**src/rtl/spi_rom_pkg.sv**
```systemverilog
package spi_rom_pkg;
  localparam int          OPC_W    = 8;
  localparam logic [7:0]  OPC_READ = 8'h03;
  localparam logic [7:0]  OPC_STAT = 8'h05;

  typedef enum logic [2:0] {
    C_INIT, C_PRE, C_IDLE, C_LAUNCH, C_XFER, C_GAP
  } ctl_state_t;

  typedef enum logic [1:0] {
    E_IDLE, E_LOW, E_HIGH
  } eng_state_t;
endpackage

```
**src/rtl/spi_half_tick.sv**
```systemverilog
module spi_half_tick #(
  parameter int DIV_W = 8
) (
  input  logic             clk,
  input  logic             rst,
  input  logic             en,
  input  logic             restart,
  input  logic [DIV_W-1:0] half_div,
  output logic             tick
);
  logic [DIV_W-1:0] cnt;
  logic [DIV_W-1:0] lim;

  always_comb lim = (half_div == '0) ? DIV_W'(1) : half_div;

  assign tick = en && !restart && (cnt == lim - DIV_W'(1));

  always_ff @(posedge clk) begin
    if (rst || !en || restart) cnt <= '0;
    else if (tick)             cnt <= '0;
    else                       cnt <= cnt + DIV_W'(1);
  end

  // the phase counter never passes the limit of the captured divider
  a_r9_cnt_in_range: assert property (@(posedge clk) disable iff (rst)
    en |-> (cnt < lim));
endmodule

```
**src/rtl/spi_frame_engine.sv**
```systemverilog
module spi_frame_engine #(
  parameter int FRAME_W = 24,
  parameter int DATA_W  = 8,
  parameter int BC_W    = 5
) (
  input  logic               clk,
  input  logic               rst,
  input  logic               tick,
  input  logic               go,
  input  logic [FRAME_W-1:0] frame,
  input  logic [BC_W-1:0]    nbits,
  input  logic               miso,
  output logic               sck,
  output logic               mosi,
  output logic               done,
  output logic [DATA_W-1:0]  rx
);
  import spi_rom_pkg::*;

  eng_state_t         st;
  logic [FRAME_W-1:0] sh;
  logic [BC_W-1:0]    left;

  always_ff @(posedge clk) begin
    if (rst) begin
      st   <= E_IDLE;
      sck  <= 1'b0;
      mosi <= 1'b0;
      done <= 1'b0;
      rx   <= '0;
      sh   <= '0;
      left <= '0;
    end else begin
      done <= 1'b0;
      case (st)
        E_IDLE: if (go) begin
          sh   <= frame << 1;
          mosi <= frame[FRAME_W-1];
          left <= nbits;
          sck  <= 1'b0;
          st   <= E_LOW;
        end
        E_LOW: if (tick) begin
          rx  <= {rx[DATA_W-2:0], miso};
          sck <= 1'b1;
          st  <= E_HIGH;
        end
        E_HIGH: if (tick) begin
          sck <= 1'b0;
          if (left == BC_W'(1)) begin
            done <= 1'b1;
            st   <= E_IDLE;
          end else begin
            mosi <= sh[FRAME_W-1];
            sh   <= sh << 1;
            left <= left - BC_W'(1);
            st   <= E_LOW;
          end
        end
        default: st <= E_IDLE;
      endcase
    end
  end

  // outgoing data holds while the clock is high
  a_r4_mosi_hold_high: assert property (@(posedge clk) disable iff (rst)
    sck |-> $stable(mosi));
  // the clock is low whenever the engine is not shifting
  a_r2_sck_idle_low: assert property (@(posedge clk) disable iff (rst)
    (st == E_IDLE) |-> !sck);
endmodule

```
**src/rtl/spi_rom_reader.sv**
```systemverilog
module spi_rom_reader #(
  parameter int ADDR_W   = 8,
  parameter int DATA_W   = 8,
  parameter int CNT_W    = 9,
  parameter int DIV_W    = 8,
  parameter int INIT_DIV = 4
) (
  input  logic              clk,
  input  logic              rst,
  input  logic              start,
  input  logic              status_rd,
  input  logic [ADDR_W-1:0] start_addr,
  input  logic [CNT_W-1:0]  byte_count,
  input  logic [DIV_W-1:0]  half_div,
  output logic              busy,
  output logic              done,
  output logic              rd_valid,
  output logic [DATA_W-1:0] rd_data,
  output logic              spi_cs_n,
  output logic              spi_sck,
  output logic              spi_mosi,
  input  logic              spi_miso
);
  import spi_rom_pkg::*;

  localparam int FRAME_W = OPC_W + ADDR_W + DATA_W;
  localparam int BC_W    = $clog2(FRAME_W + 1);
  localparam logic [BC_W-1:0] NB_READ = BC_W'(FRAME_W);
  localparam logic [BC_W-1:0] NB_STAT = BC_W'(OPC_W + DATA_W);
  localparam logic [BC_W-1:0] NB_PRE  = BC_W'(2);

  ctl_state_t         st;
  logic [ADDR_W-1:0]  addr_q;
  logic [CNT_W-1:0]   remain;
  logic               mode_stat;
  logic [DIV_W-1:0]   div_q;

  logic               eng_go, eng_done, tick, tick_en, tick_restart;
  logic [FRAME_W-1:0] eng_frame;
  logic [BC_W-1:0]    eng_nbits;
  logic [DATA_W-1:0]  eng_rx;

  always_comb begin
    eng_go    = (st == C_INIT) || (st == C_LAUNCH);
    eng_frame = '0;
    eng_nbits = NB_PRE;
    if (st != C_INIT) begin
      if (mode_stat) begin
        eng_frame = {OPC_STAT, {(FRAME_W-OPC_W){1'b0}}};
        eng_nbits = NB_STAT;
      end else begin
        eng_frame = {OPC_READ, addr_q, {DATA_W{1'b0}}};
        eng_nbits = NB_READ;
      end
    end
    tick_en      = (st != C_IDLE);
    tick_restart = eng_go || ((st == C_XFER) && eng_done);
  end

  spi_half_tick #(.DIV_W(DIV_W)) u_tick (
    .clk(clk), .rst(rst), .en(tick_en), .restart(tick_restart),
    .half_div(div_q), .tick(tick)
  );

  spi_frame_engine #(.FRAME_W(FRAME_W), .DATA_W(DATA_W), .BC_W(BC_W)) u_eng (
    .clk(clk), .rst(rst), .tick(tick), .go(eng_go), .frame(eng_frame),
    .nbits(eng_nbits), .miso(spi_miso), .sck(spi_sck), .mosi(spi_mosi),
    .done(eng_done), .rx(eng_rx)
  );

  always_ff @(posedge clk) begin
    if (rst) begin
      st        <= C_INIT;
      spi_cs_n  <= 1'b1;
      busy      <= 1'b1;
      done      <= 1'b0;
      rd_valid  <= 1'b0;
      rd_data   <= '0;
      addr_q    <= '0;
      remain    <= '0;
      mode_stat <= 1'b0;
      div_q     <= DIV_W'(INIT_DIV);
    end else begin
      done     <= 1'b0;
      rd_valid <= 1'b0;
      case (st)
        C_INIT: st <= C_PRE;
        C_PRE: if (eng_done) begin
          st   <= C_IDLE;
          busy <= 1'b0;
        end
        C_IDLE: if (start) begin
          div_q     <= half_div;
          addr_q    <= start_addr;
          mode_stat <= status_rd;
          if (status_rd) begin
            remain <= CNT_W'(1);
            busy   <= 1'b1;
            st     <= C_LAUNCH;
          end else if (byte_count == '0) begin
            done <= 1'b1;
          end else begin
            remain <= byte_count;
            busy   <= 1'b1;
            st     <= C_LAUNCH;
          end
        end
        C_LAUNCH: begin
          spi_cs_n <= 1'b0;
          st       <= C_XFER;
        end
        C_XFER: if (eng_done) begin
          spi_cs_n <= 1'b1;
          rd_valid <= 1'b1;
          rd_data  <= eng_rx;
          remain   <= remain - CNT_W'(1);
          if (!mode_stat) addr_q <= addr_q + ADDR_W'(1);
          st       <= C_GAP;
        end
        C_GAP: if (tick) begin
          if (remain == '0) begin
            done <= 1'b1;
            busy <= 1'b0;
            st   <= C_IDLE;
          end else begin
            st <= C_LAUNCH;
          end
        end
        default: st <= C_IDLE;
      endcase
    end
  end

  // deselected whenever idle
  a_r13_idle_deselect: assert property (@(posedge clk) disable iff (rst)
    !busy |-> spi_cs_n);
  // select only moves while the clock is low
  a_r2_cs_edge_clk_low: assert property (@(posedge clk) disable iff (rst)
    !$stable(spi_cs_n) |-> !spi_sck);
  // done lasts one cycle and coincides with idle
  a_r11_done_single: assert property (@(posedge clk) disable iff (rst)
    done |=> !done);
  a_r11_done_not_busy: assert property (@(posedge clk) disable iff (rst)
    done |-> !busy);
  // the byte strobe lasts one cycle
  a_r7_valid_single: assert property (@(posedge clk) disable iff (rst)
    rd_valid |=> !rd_valid);
  // a request in flight keeps its captured divider
  a_r10_div_held: assert property (@(posedge clk) disable iff (rst)
    (busy && $past(busy)) |-> $stable(div_q));
endmodule

```
**config.mk**
```make
export PLATFORM = sky130hd
export DESIGN_NAME = spi_rom_reader
export DESIGN_NICKNAME = d
export VERILOG_FILES = /design/src/rtl/spi_rom_pkg.sv /design/src/rtl/spi_half_tick.sv /design/src/rtl/spi_frame_engine.sv /design/src/rtl/spi_rom_reader.sv
export SDC_FILE = /design/constraint.sdc
export NUM_CORES = 1
export LEC_CHECK = 0
export CAP_MARGIN = 40
export CELL_PAD_IN_SITES_DETAIL_PLACEMENT = 0
export CELL_PAD_IN_SITES_GLOBAL_PLACEMENT = 1
export CORE_AREA = 2 2 113 115
export DETAILED_ROUTE_END_ITERATION = 8
export DIE_AREA = 0 0 115 117
export PLACE_DENSITY = 0.75
export SLEW_MARGIN = 20
export SYNTH_ARGS = -nofsm -noshare
export SYNTH_HDL_FRONTEND = slang
export SYNTH_HIERARCHICAL = 1
export SYNTH_SLANG_ARGS = --single-unit
```
**constraint.sdc**
```tcl
create_clock -name clk -period 4.69 [get_ports clk]
set_clock_uncertainty 0.1 [all_clocks]
set_input_delay 0.469 -clock clk [delete_from_list [all_inputs] [get_ports clk]]
set_output_delay 0.469 -clock clk [all_outputs]
set_load 0.02 [all_outputs]
```
==> impl_metrics.env <==
export IMPL_status="complete, no violations"
export IMPL_first_pass_iters=4
export IMPL_drcViolationCount=0
export IMPL_gp_congestion=0.838
export IMPL_slew_violations=0
export IMPL_num_rows=41
export IMPL_tightest_slew_ns=0.753
export IMPL_clkTransAtPathRegs_ns=0.06
export IMPL_synth_compound_area_frac=0.213
export IMPL_synth_top_family_by_area="simple AND/OR/NAND/NOR gates"
export IMPL_syn2layout_area_growth_pct=18.6
export IMPL_die_h_um=117
export IMPL_crit_arrival_ns=3.49
export IMPL_required_ns=4.83
export IMPL_dpl_hpwl_um=7400
export IMPL_synth_seq_area_share=0.378
export IMPL_max_stage_delay_ns=0.62
export IMPL_synthMuxAreaShare=0.0714
export IMPL_synthAdderAreaFrac=0.0158
export IMPL_worstSkewPairLatency_ns=0.33
export IMPL_final_area_um2=5650
export IMPL_synth_xor_area_share=0.0341
export IMPL_dieArea_um2=13500
export IMPL_grtUsageTotal=0.166
export IMPL_power_leakage_uw=0.00217
export IMPL_synth_ff_type="dfxtp_1"
export IMPL_antenna_found_initial=0
export IMPL_yosys_area_top_type="dfxtp_1"
export IMPL_grt_pass1_wl_um=18200
export IMPL_start_util=0.387
export IMPL_setup_viol=0
export IMPL_sequentialPowerShare=0.469
export IMPL_synth_area_um2=4760
export IMPL_placed_cell_area_um2=5320
export IMPL_hold_violations=0
export IMPL_ys_ff_latch=90
export IMPL_p_clk_frac=0.451
export IMPL_post_cts_setup_buffers=0
export IMPL_drt_wl_total_um=10600
export IMPL_cap_viol_max_count=0
export IMPL_async_flop_share=0
export IMPL_syn_avg_cell_area_um2=8.72
export IMPL_worst_setup_path_start_kind="flop"
export IMPL_drt_initial_drc_count=186
export IMPL_worst_path_buf_inv=2
export IMPL_synth_simple_area_share=0.235
export IMPL_slowest_stage="dfxtp_1"
export IMPL_hp_class="flop to flop"
export IMPL_cp_top_family="compound AO/OA/AOI/OAI gates"
export IMPL_design_core_area_um2=12300
export IMPL_synth_edf_count=0
export IMPL_tns_ns=0
export IMPL_p_comb_frac=0.079
export IMPL_synthTopCellsByArea="dfxtp_1, mux2i_1, a211oi_2"
export IMPL_ys_types=68
export IMPL_n_antenna_cell=0
export IMPL_setup_worst_path_class="flop to flop"
export IMPL_fin_nets=621
export IMPL_holdBufCountCts=0
export IMPL_fin_crit_sh=0.714
export IMPL_place_worst_setup_slack_ns=1.36
export IMPL_grt_pass1_vias=3786
export IMPL_drive_gt1_frac=0.0983
export IMPL_layout_setup_ws_ns=1.34
export IMPL_ios=44
export IMPL_routedWlPerCell_um=14.3
export IMPL_maxSlewHeadroom=0.498
export IMPL_die_w_um=115
export IMPL_power_density_nw_per_um2=303
export IMPL_multi_input_area_um2=2770
export IMPL_swShare=0.230
export IMPL_yosys_warnings=6
export IMPL_cts_made_buffers=9
export IMPL_num_fill_cells=1211
export IMPL_globalRouteOverflowTotal=0
export IMPL_postCtsResizedCells=0
export IMPL_synth_cells=546
export IMPL_worst_path_max_fanout=54
export IMPL_max_freq_ghz=0.298
export IMPL_grt_max_degree=55
export IMPL_io_buffers=43
export IMPL_clock_sinks=90
export IMPL_num_vias=3912
export IMPL_end_kind="flop"
export IMPL_rsz0062_at_grt="no"
export IMPL_root_buffer="clkbuf_16"
export IMPL_ctsLongestPathBuffers=2
export IMPL_vdd_ir_drop_max_mv=0.157
export IMPL_p_total_uw=1710
export IMPL_cts_tree="yes"
export IMPL_drt_antenna_violating_nets=0
export IMPL_internal_power_uw=1320
export IMPL_htree_num_levels=3
export IMPL_min_period_ns=3.35
export IMPL_cp_cell_sequence="nor3b_2, buf_4, nand2_1, o21ai_0, nand4b_1, a2111oi_4, mux2i_1, a211oi_4, buf_12, nor2_1, a211oi_1"
export IMPL_register_area_um2=1800
export IMPL_power_switching_uw=393
export IMPL_synth_top_area_frac=0.378
export IMPL_vias_per_cell=5.29
routing by layer:
layer  wire [um]  track usage
met1        5140        0.228
met2        4930        0.263
met3         366       0.0278
met4         122       0.0610
met5           0            0
flip-flops by register name, summed over array words and instances (netlist names), 2 cells and up:
signal      flops
div_q           8
addr_q          8
u_tick/cnt      8
rd_data         8
u_eng/rx        8
u_eng/st        2
remain          9
u_eng/sh       23
st              3
u_eng/left      5
cell families (layout without fill, tap and decap cells):
logic type,after synthesis,in the layout
simple gates,213,213
fa+ha+maj,6,6
mux,34,34
compound gates,134,134
other cells,1,16
flops,90,90
buf+inv,51,80
xor+xnor,17,17
synthesized netlist by cell type, drive strengths merged (3+ instances only):
master and number:
dfxtp 90, nand2 57, nor2 57, a21oi 46, mux2i 34, a211oi 29, buf 24, o21ai 18
nor3 16, inv 14, and2 13, clkbuf 13, nand3 12, xor2 11, nand2b 8, nor3b 7
a31oi 6, ha 6, nand3b 6, nor4 6, a21o 5, and3 5, o31ai 5, xnor2 5
or3 4, a211o 3, and4 3, nand4 3, o32ai 3, or3b 3
layout by cell type, fill, tap and decap left out, types with 7 or more instances in the layout:
master	count
nor3_1	16
clkdlybuf4s50_1	42
nand3_1	12
mux2i_1	34
xor2_1	11
inv_1	14
a21oi_1	45
o21ai_0	18
a211oi_2	21
nand2_1	57
nand2b_1	8
dfxtp_1	90
a211oi_1	7
and2_1	11
conb_1	16
nor2_1	57
clkbuf_16	9
stage by stage:
step | util | hold slack, ns | std cells
floorplan | - | 0.331 | 561
global placement | 0.429 | 0.339 | 722
CTS | 0.458 | 0.360 | 739
global route | 0.459 | 0.386 | 740
detailed placement | 0.432 | 0.350 | 723
finish | 0.459 | 0.355 | 740
cell type report:
type / instances / share of cell area
clock buffers: 10 / 0.0405
well taps: 150 / 0.0332
inverters: 14 / 0.00930
repair buffers: 50 / 0.0917
flip-flops and latches: 90 / 0.319
multi-input cells: 420 / 0.490
clock inverters: 6 / 0.0159
worst reg2reg max path, cell delays in order, from the launching register on:
cell	delay (ns)
dfxtp_1	0.62
nor3b_2	0.10
buf_4	0.22
nand2_1	0.34
o21ai_0	0.19
nand4b_1	0.26
a2111oi_4	0.32
mux2i_1	0.20
a211oi_4	0.28
buf_12	0.29
nor2_1	0.10
a211oi_1	0.24
power by group through the flow:
stage               clock network [uW]  logic (uW)  registers, uW
global route                       828         152            807
floorplan                            0        96.0            815
finish                             773         136            804
CTS                                794         137            803
global placement                     0         131            820
detailed placement                   0         136            821
worst paths after layout:
kind                            startpoint           end  slack [ns]  cells after the start
worst max-delay path                 st[0]  u_eng/sh[13]        1.34                     11
worst min register to register  rd_data[5]    rd_data[5]        0.36                      2
worst max register to register       st[0]  u_eng/sh[13]        1.34                     11
worst min-delay path            rd_data[5]    rd_data[5]        0.36                      2
(Power assumes the default switching activity.)
